`src/rtl/wbl_pkg.sv`:
```
package wbl_pkg;
   localparam int BURST_LEN = 4;
   localparam int PAIRS     = BURST_LEN / 2;
   localparam int MIN_CL    = 2;
   localparam logic [1:0] IDX_FIRST  = 2'd0;
   localparam logic [1:0] IDX_SECOND = 2'd2;
endpackage

```
`src/rtl/wbl_spacing.sv`:
```
module wbl_spacing #(
   parameter int AW     = 3,
   parameter int CW     = 3,
   parameter int MAX_AL = 5,
   parameter int MAX_CL = 6
) (
   input  logic          clk,
   input  logic          rst_n,
   input  logic          wr_cmd,
   input  logic [AW-1:0] al,
   input  logic [CW-1:0] cl,
   output logic          accept,
   output logic          err
);
   logic lat_ok;
   logic acc_q;
   logic err_q;

   always_comb begin
      lat_ok = (32'(al) <= MAX_AL) && (32'(cl) >= wbl_pkg::MIN_CL) && (32'(cl) <= MAX_CL);
      accept = wr_cmd && lat_ok && !acc_q;
   end

   always_ff @(posedge clk or negedge rst_n) begin
      if (!rst_n) begin
         acc_q <= 1'b0;
         err_q <= 1'b0;
      end else begin
         acc_q <= accept;
         err_q <= wr_cmd && !accept;
      end
   end

   assign err = err_q;

   // two accepted commands never sit on neighbouring edges
   assert_accept_spacing_R6: assert property (@(posedge clk) disable iff (!rst_n)
      accept |=> !accept);

   // a command under a bad latency setting is never accepted
   assert_bad_latency_dropped_R7: assert property (@(posedge clk) disable iff (!rst_n)
      (wr_cmd && (32'(cl) < wbl_pkg::MIN_CL)) |-> !accept);
endmodule

```
`src/rtl/wbl_delay_line.sv`:
```
module wbl_delay_line #(
   parameter  int DEPTH = 10,
   parameter  int PW    = 32,
   localparam int IW    = (DEPTH > 1) ? $clog2(DEPTH) : 1
) (
   input  logic          clk,
   input  logic          rst_n,
   input  logic          ins_en,
   input  logic [IW-1:0] ins_idx,
   input  logic [PW-1:0] ins_data,
   output logic          head_vld,
   output logic [PW-1:0] head_data
);
   logic          vld [DEPTH];
   logic [PW-1:0] dat [DEPTH];

   for (genvar i = 0; i < DEPTH; i++) begin : g_stage
      logic          nxt_v;
      logic [PW-1:0] nxt_d;
      if (i == DEPTH - 1) begin : g_tail
         assign nxt_v = 1'b0;
         assign nxt_d = '0;
      end else begin : g_body
         assign nxt_v = vld[i+1];
         assign nxt_d = dat[i+1];
      end
      always_ff @(posedge clk or negedge rst_n) begin
         if (!rst_n) begin
            vld[i] <= 1'b0;
            dat[i] <= '0;
         end else if (ins_en && ins_idx == IW'(i)) begin
            vld[i] <= 1'b1;
            dat[i] <= ins_data;
         end else begin
            vld[i] <= nxt_v;
            dat[i] <= nxt_d;
         end
      end
   end

   assign head_vld  = vld[0];
   assign head_data = dat[0];

   // slot that would shift into the insert position this edge
   logic next_occ;
   always_comb begin
      next_occ = 1'b0;
      for (int j = 0; j < DEPTH - 1; j++) begin
         if (ins_idx == IW'(j)) next_occ = vld[j+1];
      end
   end

   // a queued write is never overwritten by a new one
   assert_no_slot_collision_R8: assert property (@(posedge clk) disable iff (!rst_n)
      ins_en |-> !next_occ);

   assert_insert_in_range_R2: assert property (@(posedge clk) disable iff (!rst_n)
      ins_en |-> (32'(ins_idx) < DEPTH));
endmodule

```
`src/rtl/wbl_beat_mux.sv`:
```
module wbl_beat_mux #(
   parameter int DW         = 8,
   parameter bit DUP_STROBE = 1'b1
) (
   input  logic                             clk,
   input  logic                             rst_n,
   input  logic                             head_vld,
   input  logic [wbl_pkg::BURST_LEN*DW-1:0] head_data,
   output logic                             dq_en,
   output logic                             dqs_en,
   output logic [1:0]                       beat_idx,
   output logic [DW-1:0]                    dq_even,
   output logic [DW-1:0]                    dq_odd
);
   logic            second_q;
   logic [2*DW-1:0] hold_q;
   logic            en_q;
   logic            en_d;
   logic [1:0]      idx_q;
   logic [DW-1:0]   ev_q;
   logic [DW-1:0]   od_q;

   assign en_d = head_vld || second_q;

   always_ff @(posedge clk or negedge rst_n) begin
      if (!rst_n) begin
         second_q <= 1'b0;
         hold_q   <= '0;
         en_q     <= 1'b0;
         idx_q    <= wbl_pkg::IDX_FIRST;
         ev_q     <= '0;
         od_q     <= '0;
      end else begin
         en_q <= en_d;
         if (head_vld) begin
            ev_q     <= head_data[0 +: DW];
            od_q     <= head_data[DW +: DW];
            hold_q   <= head_data[2*DW +: 2*DW];
            second_q <= 1'b1;
            idx_q    <= wbl_pkg::IDX_FIRST;
         end else if (second_q) begin
            ev_q     <= hold_q[0 +: DW];
            od_q     <= hold_q[DW +: DW];
            second_q <= 1'b0;
            idx_q    <= wbl_pkg::IDX_SECOND;
         end else begin
            idx_q <= wbl_pkg::IDX_FIRST;
         end
      end
   end

   if (DUP_STROBE) begin : g_dup_strobe
      logic s_q;
      always_ff @(posedge clk or negedge rst_n) begin
         if (!rst_n) s_q <= 1'b0;
         else        s_q <= en_d;
      end
      assign dqs_en = s_q;
   end else begin : g_shared_strobe
      assign dqs_en = en_q;
   end

   assign dq_en    = en_q;
   assign beat_idx = idx_q;
   assign dq_even  = ev_q;
   assign dq_odd   = od_q;

   // a new burst never starts while the second pair is still pending
   assert_no_burst_overlap_R5: assert property (@(posedge clk) disable iff (!rst_n)
      head_vld |-> !second_q);

   // the first pair is always followed by the second pair
   assert_pair_order_R3: assert property (@(posedge clk) disable iff (!rst_n)
      (dq_en && beat_idx == wbl_pkg::IDX_FIRST) |=> (dq_en && beat_idx == wbl_pkg::IDX_SECOND));

   // the second pair only shows while the data enable is high
   assert_second_pair_enabled_R4: assert property (@(posedge clk) disable iff (!rst_n)
      (beat_idx == wbl_pkg::IDX_SECOND) |-> dq_en);
endmodule

```
`src/rtl/wr_burst_launcher.sv`:
```
module wr_burst_launcher #(
   parameter  int DW         = 8,
   parameter  int MAX_AL     = 5,
   parameter  int MAX_CL     = 6,
   parameter  bit DUP_STROBE = 1'b1,
   localparam int AW         = (MAX_AL > 0) ? $clog2(MAX_AL + 1) : 1,
   localparam int CW         = $clog2(MAX_CL + 1),
   localparam int DEPTH      = MAX_AL + MAX_CL - 1,
   localparam int IW         = (DEPTH > 1) ? $clog2(DEPTH) : 1,
   localparam int PW         = wbl_pkg::BURST_LEN * DW
) (
   input  logic          clk,
   input  logic          rst_n,
   input  logic          wr_cmd,
   input  logic [AW-1:0] al,
   input  logic [CW-1:0] cl,
   input  logic [PW-1:0] wr_data,
   output logic          dqs_en,
   output logic          dq_en,
   output logic [1:0]    beat_idx,
   output logic [DW-1:0] dq_even,
   output logic [DW-1:0] dq_odd,
   output logic          err
);
   if (DW < 1) begin : g_bad_dw
      $error("wr_burst_launcher: DW must be at least 1");
   end
   if (MAX_AL < 0) begin : g_bad_al
      $error("wr_burst_launcher: MAX_AL must not be negative");
   end
   if (MAX_CL < wbl_pkg::MIN_CL) begin : g_bad_cl
      $error("wr_burst_launcher: MAX_CL below the minimum CAS latency");
   end

   logic          accept;
   logic [IW-1:0] ins_idx;
   logic          head_vld;
   logic [PW-1:0] head_data;

   // slot index = WL - 1 = al + cl - 2
   assign ins_idx = IW'(al) + IW'(cl) - IW'(2);

   wbl_spacing #(
      .AW(AW), .CW(CW), .MAX_AL(MAX_AL), .MAX_CL(MAX_CL)
   ) u_spacing (
      .clk(clk), .rst_n(rst_n), .wr_cmd(wr_cmd), .al(al), .cl(cl),
      .accept(accept), .err(err)
   );

   wbl_delay_line #(
      .DEPTH(DEPTH), .PW(PW)
   ) u_delay (
      .clk(clk), .rst_n(rst_n), .ins_en(accept), .ins_idx(ins_idx),
      .ins_data(wr_data), .head_vld(head_vld), .head_data(head_data)
   );

   wbl_beat_mux #(
      .DW(DW), .DUP_STROBE(DUP_STROBE)
   ) u_mux (
      .clk(clk), .rst_n(rst_n), .head_vld(head_vld), .head_data(head_data),
      .dq_en(dq_en), .dqs_en(dqs_en), .beat_idx(beat_idx),
      .dq_even(dq_even), .dq_odd(dq_odd)
   );

   // strobe and data enables agree every cycle
   assert_strobe_matches_data_R4: assert property (@(posedge clk) disable iff (!rst_n)
      dqs_en == dq_en);

   // every burst opens with the first beat pair
   assert_burst_opens_first_pair_R3: assert property (@(posedge clk) disable iff (!rst_n)
      $rose(dq_en) |-> (beat_idx == wbl_pkg::IDX_FIRST));
endmodule

```
`config.mk`:
```
export PLATFORM = sky130hd
export DESIGN_NAME = wr_burst_launcher
export DESIGN_NICKNAME = d
export VERILOG_FILES = /design/src/rtl/wbl_pkg.sv /design/src/rtl/wbl_spacing.sv /design/src/rtl/wbl_delay_line.sv /design/src/rtl/wbl_beat_mux.sv /design/src/rtl/wr_burst_launcher.sv
export SDC_FILE = /design/constraint.sdc
export NUM_CORES = 1
export LEC_CHECK = 0
export CORE_AREA = 2 2 145 183
export DETAILED_ROUTE_END_ITERATION = 6
export DIE_AREA = 0 0 147 185
export DONT_BUFFER_PORTS = 1
export GPL_ROUTABILITY_DRIVEN = 0
export PLACE_DENSITY_LB_ADDON = 0.2
export RECOVER_POWER = 50
export SYNTH_ARGS = -nofsm -noshare
export SYNTH_HDL_FRONTEND = slang
export SYNTH_SLANG_ARGS = --single-unit
```
`constraint.sdc`:
```
create_clock -name clk -period 2.11 [get_ports clk]
set_clock_uncertainty 0.2 [all_clocks]
set_input_delay 0.422 -clock clk [delete_from_list [all_inputs] [get_ports clk]]
set_output_delay 0.422 -clock clk [all_outputs]
set_load 0.03 [all_outputs]
```
==> results <==
==> path summary, 6_finish.rpt <==
| kind | endpoint | slack, ps | cells after the start |
|---|---|---|---|
| worst max-delay path | u_delay.g_stage[1].nxt_d[13]$_DFF_PN0_ | -290 | 12 |
| worst min-delay path | u_delay.g_stage[5].nxt_d[13]$_DFF_PN0_ | -590 | 0 |
| worst max register to register | u_delay.g_stage[5].nxt_d[27]$_DFF_PN0_ | -160 | 7 |
| worst min register to register | u_delay.g_stage[5].nxt_v$_DFF_PN0_ | 220 | 1 |
| max in group asynchronous | u_delay.g_stage[5].nxt_d[23]$_DFF_PN0_ | 1650 | 0 |
| min in group clk | u_spacing.acc_q$_DFF_PN0_ | 70 | 3 |
==> cells in the final DEF, fill, tap and decap left out, drive strengths merged <==
master / count
nand3b: 1
nor3: 1
or3: 1
mux2i: 16
clkinvlp: 2
fa: 1
nand3: 2
conb: 1
and2: 32
diode: 3
and4: 1
nand4: 2
clkinv: 3
ha: 4
nor2: 2
buf: 50
o211a: 1
nor3b: 1
clkbuf: 57
xnor2: 1
nor4b: 1
inv: 10
o21ai: 16
bufinv: 4
nand2: 18
nor2b: 3
and3: 1
nand4b: 1
nor4: 2
o211ai: 1
nand2b: 6
dfrtp: 367
or2: 4
mux2: 304
dlygate4sd3: 33
==> cell type report <==
class / count / area (sq um) / area share [%]
multi-input combinational: 424 / 5220 / 30.1
timing repair buffer: 91 / 1290 / 7.44
inverter: 8 / 45.0 / 0.260
tap: 340 / 425 / 2.45
sequential: 367 / 9180 / 53.0
antenna: 3 / 7.51 / 0.0433
clock buffer: 49 / 998 / 5.76
clock inverter: 11 / 168 / 0.967
==> cell families (layout without fill, tap and decap cells) <==
group	Yosys count	count (layout)
compound gates	18	18
xor+xnor	1	1
simple gates	79	79
buf+inv	84	159
other cells	1	4
mux	320	320
flops	367	367
fa+ha+maj	5	5
==> power by group through the flow <==
stage	clock network, W	logic [W]	registers (W)
after floorplan	0	0.00108	0.00809
after global placement	0	0.00115	0.00821
after detailed placement	0	0.00120	0.00824
after CTS	0.00649	0.00137	0.00811
after global routing	0.00680	0.00150	0.00816
final	0.00632	0.00139	0.00810
==> per-stage QoR <==
stage | instance area [sq um] | utilization, % | hold WS [ps]
6_report | 17300 | 67.7 | -589
5_1_grt | 17300 | 67.7 | -607
4_1_cts | 17000 | 66.4 | -602
3_5_place_dp | 15400 | 60.0 | -60.5
3_3_place_gp | 15400 | 60.0 | -58.5
2_1_floorplan | 14900 | - | -73.6
==> registers in the layout, indices dropped and copies added (netlist names) <==
register and cells:
u_mux.dq_odd 8, u_mux.beat_idx 1, u_delay.g_stage.nxt_v 9, u_delay.g_stage.nxt_d 288, u_delay.head_data 32, u_delay.head_vld 1, u_mux.hold_q 16, u_spacing.acc_q 1
u_mux.dq_even 8, u_mux.dq_en 1, u_mux.second_q 1, u_spacing.err 1
==> metal layers <==
layer / global-route usage [%] / part of all wire, %
met2: 33.6 / 53
met1: 24.2 / 41
met5: 0 / 0
met3: 4.41 / 4.2
met4: 4.54 / 2.3
==> timing repair <==
action                                  4_1_cts  5_1_grt
gates resized for setup                      12       18
endpoints found under the setup margin      291      325
pin swaps                                     3        2
cloned                                        3       12
endpoints found under the hold margin       688      367
setup buffers                                 3        4
==> metrics.cfg <==
[place]
dp_hpwl_um = 14600
numPortBuffers = 0
place_inst = 1175
dpl_worst_slack_ps = -856

[worst_setup_path]
worst-path-buf-inv = 5
slowest_stage = fa_2
cp_cell_sequence = inv_8 > ha_4 > inv_2 > ha_4 > fa_2 > xnor2_4 > nand3b_4 > buf_6 > nor4_4 > buf_6 > buf_12 > mux2_4
reg2reg_from = u_spacing.acc_q$_DFF_PN0_
end_kind = register
required_ps = 2300
crit_family = adder cells
worstPathArrival_ps = 2580
start_kind = primary input
crit_start = al[1]
slowest_delay_ps = 370
path_class = primary input to register
path_max_fanout = 9

[global_routing]
grt_pass1_vias = 7486
grt_pass1_wl_um = 40900
grt_overflow = 0
grt_use_total_pct = 19.1
antenna_found_initial = 3
grt_max_degree = 368

[drt]
vias = 6828
drt_iter0_drc = 363
drc = 0
viasPerCell = 5.28
detail-route-antenna-nets = 0
wl_um = 26700
firstDrtPassIters = 4
wl_per_cell_um = 20.7

[layout]
drive_gt1_share_pct = 46.4
n_fill_cell = 1739
layout.nets = 973
areaGrowthSynthToFinish_pct = 21.1
instances_no_fill = 1293

[yosys]
synth_most_common_cell = dfrtp_1
synth_commonest_cells = dfrtp_1 (367), mux2_2 (179), mux2_4 (93)
synth_compound_area_share_pct = 0.716
netlist.area_leader.share_pct = 64.1
synth_top_family_by_area = multiplexers
synth_cells = 875
synthMuxAreaShare_pct = 27.5
synth_area_sq_mm = 0.0143
synthArstFlopShare_pct = 100
synthFlopType = dfrtp_1
ys_ff_latch = 367
yosysSeqAreaShare_pct = 64.1
synth_top_cell_by_area = dfrtp_1
syn_nets = 921
synth_xor_area_share_pct = 0.114
synth_edf_count = 0
avgSynthCellArea_sq_um = 16.4
synth-adder-area-share_pct = 0.489
synth_cell_types = 36
synth-simple-area-share_pct = 4.03
yosys-top-cells-area = dfrtp_1 (64%), mux2_2 (14%), mux2_4 (9.7%)
yosysWarnings = 0

[pwr]
pwr-share-clk_pct = 40.0
comb_power_share_pct = 8.8
peakVddDrop_v = 0.000709
seq_power_share_pct = 51.2
finalPower_w = 0.0158
p_int_w = 0.0122
power.leakage_nw = 8.96
power_density_mw_per_mm2 = 912
p_sw_w = 0.00359
p_sw_share_pct = 22.7

[die]
num_rows = 66
die_h_um = 185
ios = 62
dieArea_sq_mm = 0.0272
core_area_sq_mm = 0.0256
die_w_um = 147
start_util_pct = 56.0

[flow_run]
maxCapViolations = 0

[timing]
grt_setup_unrepaired = yes
min_period_ps = 2400
tightest_slew_ps = 771
max_freq_mhz = 417
slew_violations = 0
layout_setup_ws_ps = -287
slew_headroom_pct = 48.6
finalSetupViolations = 311
worst_hold_slack_ps = -589
fin_crit_sh_pct = 114
setup_tns_ps = -58150
hold_viol = 367

[clock_tree]
cts_tree = built
path_clk_slew_ps = 60
htree_levels = 2
clkLatencyLatePin_ps = 510
cts_num_sinks = 367
cts_hold_buf = 33
cts_buffers = 35
clock_path_buffers = 3
cts_root_buffer = clkbuf_16

[run_status]
status = complete, but fails checks
violations = negative hold slack, negative setup slack

[hold_path]
hold_path_class = primary input to async pin

No activity file was read; power rests on OpenSTA's default activity.
